### config.mk
export PLATFORM = sky130hd
export DESIGN_NAME = spd_i2c_target
export DESIGN_NICKNAME = d
export VERILOG_FILES = /design/src/rtl/spd_pkg.sv /design/src/rtl/spd_glitch_filter.sv /design/src/rtl/spd_store.sv /design/src/rtl/spd_bus_ctrl.sv /design/src/rtl/spd_i2c_target.sv
export SDC_FILE = /design/constraint.sdc
export NUM_CORES = 2
export LEC_CHECK = 0
export BUFFER_PORTS_ARGS = -buffer_cell sky130_fd_sc_hd__buf_2
export CAP_MARGIN = 15
export CORE_ASPECT_RATIO = 1.4
export CORE_UTILIZATION = 57
export CTS_BUF_LIST = sky130_fd_sc_hd__clkbuf_16
export CTS_CLUSTER_SIZE = 20
export DETAILED_ROUTE_END_ITERATION = 8
export PLACE_DENSITY_LB_ADDON = 0.25
export SLEW_MARGIN = 15
export SYNTH_ARGS = -nofsm -noshare
export SYNTH_HDL_FRONTEND = slang
export SYNTH_SLANG_ARGS = --single-unit
### constraint.sdc
create_clock -name clk -period 64.9 [get_ports clk]
set_input_delay 3.245 -clock clk [delete_from_list [all_inputs] [get_ports clk]]
set_output_delay 3.245 -clock clk [all_outputs]
set_load 0.01 [all_outputs]
### src/rtl/spd_pkg.sv
package spd_pkg;

  localparam int ADDR_W = 8;
  localparam int BYTE_W = 8;
  localparam int DEPTH  = 1 << ADDR_W;
  localparam int HALF   = DEPTH / 2;
  localparam int CKSUM_IDX = 63;

  typedef enum logic [3:0] {
    ST_IDLE,
    ST_ADDR,
    ST_ADDR_ACK,
    ST_PTR,
    ST_PTR_ACK,
    ST_WR,
    ST_WR_ACK,
    ST_RD,
    ST_RD_ACK,
    ST_WAIT
  } bus_state_e;

  // seed-derived identification byte before checksum insertion
  function automatic logic [BYTE_W-1:0] seed_byte(input logic [BYTE_W-1:0] seed, input int idx);
    return seed + BYTE_W'(3 * idx);
  endfunction

  // reset content of one location
  function automatic logic [BYTE_W-1:0] init_byte(input logic [BYTE_W-1:0] seed, input int idx);
    logic [BYTE_W-1:0] sum;
    sum = '0;
    if (idx >= HALF) return '1;
    if (idx == CKSUM_IDX) begin
      for (int j = 0; j < CKSUM_IDX; j++) sum = sum + seed_byte(seed, j);
      return sum;
    end
    return seed_byte(seed, idx);
  endfunction

endpackage

### src/rtl/spd_glitch_filter.sv
module spd_glitch_filter #(
  parameter int SYNC_STAGES = 2,
  parameter int VOTE_TAPS   = 3
) (
  input  logic clk,
  input  logic rst_n,
  input  logic line_i,
  output logic line_o
);
  localparam int NEED = VOTE_TAPS / 2 + 1;
  localparam int CW   = $clog2(VOTE_TAPS + 1);

  logic [SYNC_STAGES-1:0] sync_q;
  logic [VOTE_TAPS-1:0]   tap_q;
  logic [CW-1:0]          ones;
  logic                   vote_d;

  always_comb begin
    ones = '0;
    for (int i = 0; i < VOTE_TAPS; i++) ones = ones + CW'(tap_q[i]);
    vote_d = (int'(ones) >= NEED);
  end

  always_ff @(posedge clk or negedge rst_n) begin
    if (!rst_n) begin
      sync_q <= '1;
      tap_q  <= '1;
      line_o <= 1'b1;
    end else begin
      sync_q <= {sync_q[SYNC_STAGES-2:0], line_i};
      tap_q  <= {tap_q[VOTE_TAPS-2:0], sync_q[SYNC_STAGES-1]};
      line_o <= vote_d;
    end
  end


  filt_agree_chk: assert property (@(posedge clk) disable iff (!rst_n)
    !$stable(line_o) |-> (line_o == $past(tap_q[0])));

endmodule

### src/rtl/spd_store.sv
module spd_store import spd_pkg::*; #(
  parameter logic [BYTE_W-1:0] SEED = 8'h5A
) (
  input  logic              clk,
  input  logic              rst_n,
  input  logic              wr_en_i,
  input  logic [ADDR_W-1:0] wr_addr_i,
  input  logic [BYTE_W-1:0] wr_data_i,
  input  logic              wp_i,
  input  logic [ADDR_W-1:0] rd_addr_i,
  output logic [BYTE_W-1:0] rd_data_o
);
  logic [BYTE_W-1:0] mem_q [DEPTH];
  logic              wr_ok;

  always_comb wr_ok = wr_en_i && wr_addr_i[ADDR_W-1] && !wp_i;

  always_ff @(posedge clk or negedge rst_n) begin
    if (!rst_n) begin
      for (int i = 0; i < DEPTH; i++) mem_q[i] <= init_byte(SEED, i);
    end else if (wr_ok) begin
      mem_q[wr_addr_i] <= wr_data_i;
    end
  end

  assign rd_data_o = mem_q[rd_addr_i];


  locked_keep_chk: assert property (@(posedge clk) disable iff (!rst_n)
    (wr_en_i && (!wr_addr_i[ADDR_W-1] || wp_i)) |=>
      (mem_q[$past(wr_addr_i)] == $past(mem_q[wr_addr_i])));


  open_store_chk: assert property (@(posedge clk) disable iff (!rst_n)
    (wr_en_i && wr_addr_i[ADDR_W-1] && !wp_i) |=>
      (mem_q[$past(wr_addr_i)] == $past(wr_data_i)));

endmodule

### src/rtl/spd_bus_ctrl.sv
module spd_bus_ctrl import spd_pkg::*; #(
  parameter logic [3:0] DEV_TYPE    = 4'hA,
  parameter int         BUSY_CYCLES = 750000
) (
  input  logic              clk,
  input  logic              rst_n,
  input  logic              scl_i,
  input  logic              sda_i,
  input  logic [2:0]        strap_i,
  input  logic [BYTE_W-1:0] rd_data_i,
  output logic              sda_oe_o,
  output logic              wr_en_o,
  output logic [ADDR_W-1:0] wr_addr_o,
  output logic [BYTE_W-1:0] wr_data_o,
  output logic [ADDR_W-1:0] rd_addr_o
);
  localparam int BW = $clog2(BUSY_CYCLES + 1);

  bus_state_e        state_q, state_d;
  logic [3:0]        bit_q, bit_d;
  logic [BYTE_W-2:0] shift_q, shift_d;
  logic [BYTE_W-1:0] tx_q, tx_d;
  logic [ADDR_W-1:0] ptr_q, ptr_d;
  logic              ack_q, ack_d;
  logic              rd_q, rd_d;
  logic              oe_q, oe_d;
  logic              wrote_q, wrote_d;
  logic [BW-1:0]     busy_q, busy_d;
  logic              scl_prev_q, sda_prev_q;
  logic              scl_rise, scl_fall, start_ev, stop_ev, busy;
  logic [BYTE_W-1:0] byte_in;
  logic              wr_en;

  always_comb begin
    scl_rise = scl_i & ~scl_prev_q;
    scl_fall = ~scl_i & scl_prev_q;
    start_ev = scl_i & scl_prev_q & sda_prev_q & ~sda_i;
    stop_ev  = scl_i & scl_prev_q & ~sda_prev_q & sda_i;
    busy     = |busy_q;
    byte_in  = {shift_q, sda_i};
  end

  always_comb begin
    state_d = state_q;  bit_d = bit_q;    shift_d = shift_q;
    tx_d    = tx_q;     ptr_d = ptr_q;    ack_d   = ack_q;
    rd_d    = rd_q;     oe_d  = oe_q;     wrote_d = wrote_q;
    busy_d  = busy ? busy_q - BW'(1) : busy_q;
    wr_en   = 1'b0;
    if (stop_ev) begin
      state_d = ST_IDLE;
      oe_d    = 1'b0;
      wrote_d = 1'b0;
      if (wrote_q) busy_d = BW'(BUSY_CYCLES);
    end else if (start_ev) begin
      state_d = ST_ADDR;
      bit_d   = '0;
      oe_d    = 1'b0;
    end else begin
      unique case (state_q)
        ST_ADDR, ST_PTR, ST_WR: begin
          if (scl_rise) begin
            shift_d = byte_in[BYTE_W-2:0];
            bit_d   = bit_q + 4'd1;
            if (bit_q == 4'd7) begin
              bit_d = '0;
              ack_d = 1'b1;
              if (state_q == ST_ADDR) begin
                ack_d   = (byte_in[7:1] == {DEV_TYPE, strap_i}) && !busy;
                rd_d    = byte_in[0];
                state_d = ST_ADDR_ACK;
              end else if (state_q == ST_PTR) begin
                ptr_d   = byte_in;
                state_d = ST_PTR_ACK;
              end else begin
                wr_en   = 1'b1;
                ptr_d   = ptr_q + ADDR_W'(1);
                wrote_d = 1'b1;
                state_d = ST_WR_ACK;
              end
            end
          end
        end
        ST_ADDR_ACK, ST_PTR_ACK, ST_WR_ACK: begin
          if (scl_fall) begin
            if (bit_q == 4'd0) begin
              oe_d  = ack_q;
              bit_d = 4'd1;
            end else begin
              bit_d = '0;
              oe_d  = 1'b0;
              if (state_q != ST_ADDR_ACK) begin
                state_d = ST_WR;
              end else if (!ack_q) begin
                state_d = ST_WAIT;
              end else if (rd_q) begin
                state_d = ST_RD;
                tx_d    = rd_data_i;
                oe_d    = ~rd_data_i[BYTE_W-1];
                ptr_d   = ptr_q + ADDR_W'(1);
              end else begin
                state_d = ST_PTR;
              end
            end
          end
        end
        ST_RD: begin
          if (scl_rise) begin
            bit_d = bit_q + 4'd1;
          end else if (scl_fall) begin
            if (bit_q == 4'd8) begin
              state_d = ST_RD_ACK;
              oe_d    = 1'b0;
              bit_d   = '0;
            end else begin
              tx_d = {tx_q[BYTE_W-2:0], 1'b0};
              oe_d = ~tx_q[BYTE_W-2];
            end
          end
        end
        ST_RD_ACK: begin
          if (scl_rise) begin
            ack_d = ~sda_i;
          end else if (scl_fall) begin
            if (ack_q) begin
              state_d = ST_RD;
              tx_d    = rd_data_i;
              oe_d    = ~rd_data_i[BYTE_W-1];
              ptr_d   = ptr_q + ADDR_W'(1);
            end else begin
              state_d = ST_WAIT;
            end
          end
        end
        default: ;
      endcase
    end
  end

  always_ff @(posedge clk or negedge rst_n) begin
    if (!rst_n) begin
      state_q    <= ST_IDLE;
      bit_q      <= '0;
      shift_q    <= '0;
      tx_q       <= '0;
      ptr_q      <= '0;
      ack_q      <= 1'b0;
      rd_q       <= 1'b0;
      oe_q       <= 1'b0;
      wrote_q    <= 1'b0;
      busy_q     <= '0;
      scl_prev_q <= 1'b1;
      sda_prev_q <= 1'b1;
    end else begin
      state_q    <= state_d;
      bit_q      <= bit_d;
      shift_q    <= shift_d;
      tx_q       <= tx_d;
      ptr_q      <= ptr_d;
      ack_q      <= ack_d;
      rd_q       <= rd_d;
      oe_q       <= oe_d;
      wrote_q    <= wrote_d;
      busy_q     <= busy_d;
      scl_prev_q <= scl_i;
      sda_prev_q <= sda_i;
    end
  end

  assign sda_oe_o  = oe_q;
  assign wr_en_o   = wr_en;
  assign wr_addr_o = ptr_q;
  assign wr_data_o = byte_in;
  assign rd_addr_o = ptr_q;


  addr_miss_chk: assert property (@(posedge clk) disable iff (!rst_n)
    (state_q == ST_ADDR && scl_rise && !start_ev && !stop_ev && bit_q == 4'd7 &&
     byte_in[7:1] != {DEV_TYPE, strap_i}) |=> !ack_q);


  busy_nack_chk: assert property (@(posedge clk) disable iff (!rst_n)
    (busy && state_q == ST_ADDR_ACK) |-> !oe_q);


  ptr_wrap_chk: assert property (@(posedge clk) disable iff (!rst_n)
    (wr_en && ptr_q == '1) |=> (ptr_q == '0));


  oe_scl_low_chk: assert property (@(posedge clk) disable iff (!rst_n)
    !$stable(oe_q) |-> !scl_i);

endmodule

### src/rtl/spd_i2c_target.sv
module spd_i2c_target import spd_pkg::*; #(
  parameter logic [3:0]        DEV_TYPE    = 4'hA,
  parameter logic [BYTE_W-1:0] SEED        = 8'h5A,
  parameter int                BUSY_CYCLES = 750000,
  parameter int                SYNC_STAGES = 2,
  parameter int                VOTE_TAPS   = 3
) (
  input  logic       clk,
  input  logic       rst_n,
  input  logic       scl_i,
  input  logic       sda_i,
  output logic       sda_oe_o,
  input  logic [2:0] strap_i,
  input  logic       wp_i
);
  localparam int LINES = 2;

  logic [1:0]        rst_q;
  logic              rst_sync_n;
  logic [LINES-1:0]  raw_lines, filt_lines;
  logic              wr_en;
  logic [ADDR_W-1:0] wr_addr, rd_addr;
  logic [BYTE_W-1:0] wr_data, rd_data;

  always_ff @(posedge clk or negedge rst_n) begin
    if (!rst_n) rst_q <= '0;
    else        rst_q <= {rst_q[0], 1'b1};
  end
  assign rst_sync_n = rst_q[1];

  assign raw_lines = {sda_i, scl_i};

  for (genvar g = 0; g < LINES; g++) begin : g_line
    spd_glitch_filter #(
      .SYNC_STAGES(SYNC_STAGES),
      .VOTE_TAPS  (VOTE_TAPS)
    ) u_filt (
      .clk   (clk),
      .rst_n (rst_sync_n),
      .line_i(raw_lines[g]),
      .line_o(filt_lines[g])
    );
  end

  spd_bus_ctrl #(
    .DEV_TYPE   (DEV_TYPE),
    .BUSY_CYCLES(BUSY_CYCLES)
  ) u_ctrl (
    .clk      (clk),
    .rst_n    (rst_sync_n),
    .scl_i    (filt_lines[0]),
    .sda_i    (filt_lines[1]),
    .strap_i  (strap_i),
    .rd_data_i(rd_data),
    .sda_oe_o (sda_oe_o),
    .wr_en_o  (wr_en),
    .wr_addr_o(wr_addr),
    .wr_data_o(wr_data),
    .rd_addr_o(rd_addr)
  );

  spd_store #(
    .SEED(SEED)
  ) u_store (
    .clk      (clk),
    .rst_n    (rst_sync_n),
    .wr_en_i  (wr_en),
    .wr_addr_i(wr_addr),
    .wr_data_i(wr_data),
    .wp_i     (wp_i),
    .rd_addr_i(rd_addr),
    .rd_data_o(rd_data)
  );

endmodule

==> impl_metrics.env <==
export IMPL_synth_fp_nets=6155
export IMPL_nNetsFinal=5089
export IMPL_core_mm2=0.158
export IMPL_die_w_um=339
export IMPL_final_cell_area_mm2=0.0953
export IMPL_area_delta_synth_final_pct=5.04
export IMPL_avgSynthCellArea_um2=14.8
export IMPL_yosys_area_top_type="dfstp_2"
export IMPL_pwr_share_seq_pct=44.5
export IMPL_dp_hpwl_um=128000
export IMPL_synth_seq_cells=2118
export IMPL_top_layer="met5"
export IMPL_synth_top_area_share_pct=45.1
export IMPL_place_gp_congestion=0.878
export IMPL_p_comb_share_pct=19.7
export IMPL_worstSetupPathType="register to register"
export IMPL_syn_inst=6134
export IMPL_synth_area_mm2=0.0907
export IMPL_hold_path_class="register to register"
export IMPL_clock_sinks=2118
export IMPL_cts_buffers=193
export IMPL_fin_cells=7327
export IMPL_p_sw_mw=0.983
export IMPL_met1Wirelength_um=83600
export IMPL_vias=44512
export IMPL_slowest_delay_ns=1.21
export IMPL_grt_pass1_vias=48740
export IMPL_cts_resized=0
export IMPL_grt_max_degree=169
export IMPL_dieArea_mm2=0.161
export IMPL_post_cts_repair_setup_buffers=0
export IMPL_port_buffer_count=8
export IMPL_crit_chain="buf_4 -> buf_12 -> buf_4 -> mux4_2 -> mux4_2 -> a22oi_1 -> o2111ai_1 -> a221oi_1 -> a21oi_1"
export IMPL_cp_max_fo=99
export IMPL_cts_max_level=4
export IMPL_cts_tree="done"
export IMPL_max_freq_mhz=155
export IMPL_synthTopCellsByArea="dfstp_2 (45%), dfrtp_1 (15%), mux2_2 (13%)"
export IMPL_num_io_pins=9
export IMPL_dpl_cell_count=6961
export IMPL_clock_latency_ns=0.85
export IMPL_grt_antenna_before_repair=4
export IMPL_wl_um=206000
export IMPL_num_rows=172
export IMPL_slew_violations=0
export IMPL_leakage_nw=38.8
export IMPL_arrival_ns=7.14
export IMPL_wl_met3_um=10300
export IMPL_setup_viol=0
export IMPL_synth_most_common_cell="dfstp_2"
export IMPL_grt_overflow=0
export IMPL_grtUsageTotal_pct=26.5
export IMPL_p_int_mw=2.17
export IMPL_cts_hold_fix_buffers=0
export IMPL_dieHeight_um=474
export IMPL_fin_skew_ns=0.0455
export IMPL_clockBufferDepth=3
export IMPL_r2r_setup_slack_ns=58.43
export IMPL_status="finished clean"
export IMPL_tightest_slew_ns=1.35
export IMPL_synth_cell_types=88
export IMPL_crit_required_ns=65.57
export IMPL_worstSetupStartpointType="register"
export IMPL_yosys_warnings=0
export IMPL_initial_core_util_pct=57.6
export IMPL_synth_commonest_cells="dfstp_2 (1557), clkbuf_1 (1218), mux2_2 (1012)"
export IMPL_crit_slowest_cell="a221oi_1"
export IMPL_viasPerCell=6.08
export IMPL_drv_cap=0
export IMPL_tns_ns=0
export IMPL_hold_violations=0
export IMPL_p_sw_share_pct=31.2
export IMPL_post_route_drc_count=0
export IMPL_drtIter0Drc=3303
export IMPL_period_needed_ns=6.47
export IMPL_wl_met2_um=101000
export IMPL_wl_per_cell_um=28.1
export IMPL_async_flop_share_pct=100
export IMPL_rsz0062_at_grt="false"
export IMPL_powerDensity_mw_per_mm2=33.1
export IMPL_yosysSeqAreaShare_pct=60.6
export IMPL_dr_pass1_iters=5
export IMPL_synth_ff_type="dfstp_2"
export IMPL_path_clk_slew_ns=0.07
export IMPL_synth_edff_count=0
export IMPL_grt_pass1_wl_um=317000
export IMPL_p_clk_share_pct=35.8
export IMPL_slew_limit_headroom_pct=9.75
export IMPL_irDropWorstVdd_mv=0.0339
export IMPL_end_kind="register"
export IMPL_placed_area_mm2=0.0890
export IMPL_layout_drive_gt1_share_pct=69.5
export IMPL_drtAntennaViolNets=0
export IMPL_fin_crit_sh_pct=9.97
export IMPL_root_buffer="clkbuf_16"
-- critical path, delay by kind of cell (launching register included) --
family | cells | cell delay (ns)
buffers and inverters | 3 | 1.98
flip-flops | 1 | 0.67
AO/OA/AOI/OAI | 4 | 2.26
multiplexers | 2 | 1.16
-- kinds of logic after synthesis --
group	after synthesis	synth area share (%)
xor gates and xnor gates	17	0.164
adders and majority gates	13	0.179
buffers and inverters	1391	6.01
AOI/OAI and AO/OA	336	2.52
muxes	1709	27.2
other	1	0.00413
and+or+nand+nor	549	3.38
DFF	2118	60.6
-- sequential cells by signal (all words and copies together), names as in the netlist, 2 cells and up --
| register | cells |
|---|---|
| g_line.u_filt.line_o | 2 |
| g_line.u_filt.sync_q | 4 |
| g_line.u_filt.tap_q | 6 |
| rst_q | 2 |
| u_ctrl.bit_q | 4 |
| u_ctrl.busy_q | 20 |
| u_ctrl.rd_addr_o | 8 |
| u_ctrl.shift_q | 7 |
| u_ctrl.state_q | 4 |
| u_ctrl.tx_q | 7 |
| u_store.mem_q | 2048 |
-- through the flow --
| step | hold WS [ns] | power, mW | worst slack, ns | utilization [%] |
|---|---|---|---|---|
| final | 0.350 | 3.16 | 58.43 | 60.5 |
| after detailed placement | 0.339 | 2.05 | 58.42 | 56.5 |
| after CTS | 0.353 | 3.19 | 58.40 | 60.5 |
| after global placement | 0.333 | 2.05 | 58.43 | 56.5 |
| after floorplan | 0.331 | 1.83 | 4.21 | - |
| after global routing | 0.365 | 3.27 | 57.99 | 60.5 |
-- path summary, 6_finish.rpt --
kind / startpoint / to / cells past startpoint
min in group asynchronous: rst_q[1] / u_store.mem_q[84] / 0
max reg2reg: u_ctrl.rd_addr_o[0] / u_ctrl.tx_q[3] / 9
min: rst_q[0] / rst_q[1] / 0
max in group asynchronous: rst_q[1] / u_store.mem_q[1870] / 6
min reg2reg: rst_q[0] / rst_q[1] / 0
max: u_ctrl.rd_addr_o[0] / u_ctrl.tx_q[3] / 9
-- power by group through the flow --
| stage | Combinational [mW] | Sequential [mW] | Clock (mW) |
|---|---|---|---|
| after CTS | 0.628 | 1.40 | 1.15 |
| after floorplan | 0.448 | 1.38 | 0 |
| final | 0.621 | 1.41 | 1.13 |
| after detailed placement | 0.627 | 1.42 | 0 |
| after global routing | 0.659 | 1.41 | 1.21 |
| after global placement | 0.624 | 1.42 | 0 |
-- placed cells by master, fill, tap and decap left out, types with 9 or more instances in the layout --
| cell type | instances |
|---|---|
| a221oi_1 | 11 |
| dfstp_2 | 1556 |
| ha_1 | 13 |
| o21ai_0 | 50 |
| nor2_2 | 113 |
| dfrtp_1 | 545 |
| nand2_1 | 146 |
| o2111ai_1 | 11 |
| nor2_4 | 17 |
| clkbuf_16 | 195 |
| a31oi_1 | 18 |
| nand4_1 | 16 |
| nand2_2 | 18 |
| xnor2_1 | 10 |
| bufinv_16 | 18 |
| nor4_1 | 17 |
| a211oi_1 | 13 |
| a2111oi_0 | 12 |
| nor2b_1 | 10 |
| clkinv_1 | 44 |
| o211ai_1 | 12 |
| inv_1 | 58 |
| mux2_1 | 39 |
| mux4_2 | 496 |
| dfrtp_4 | 12 |
| a22oi_1 | 53 |
| nor3_1 | 17 |
| nand2b_1 | 10 |
| nand3_1 | 43 |
| nor2_1 | 67 |
| buf_4 | 92 |
| a21oi_1 | 69 |
| clkinv_2 | 44 |
| mux2i_1 | 162 |
| o221ai_1 | 9 |
| o22ai_1 | 26 |
| mux2_2 | 1012 |
| a22o_1 | 13 |
-- layer usage --
metal / GRT usage (%) / up-vias
li1: - / 18930
met1: 35.1 / 24013
met2: 42.7 / 1168
met3: 4.66 / 399
met4: 12.5 / 2
met5: 0 / -
-- cell type report --
type	count	area [µm²]
diodes	2	5.00
clock buffers	195	4880
clock inverters	169	1420
fillers	11411	62300
inverters	23	93.8
multi-input cells	2625	30400
flip-flops and latches	2118	55000
well taps	2088	2610
repair buffers	107	871
(Power assumes the default switching activity.)
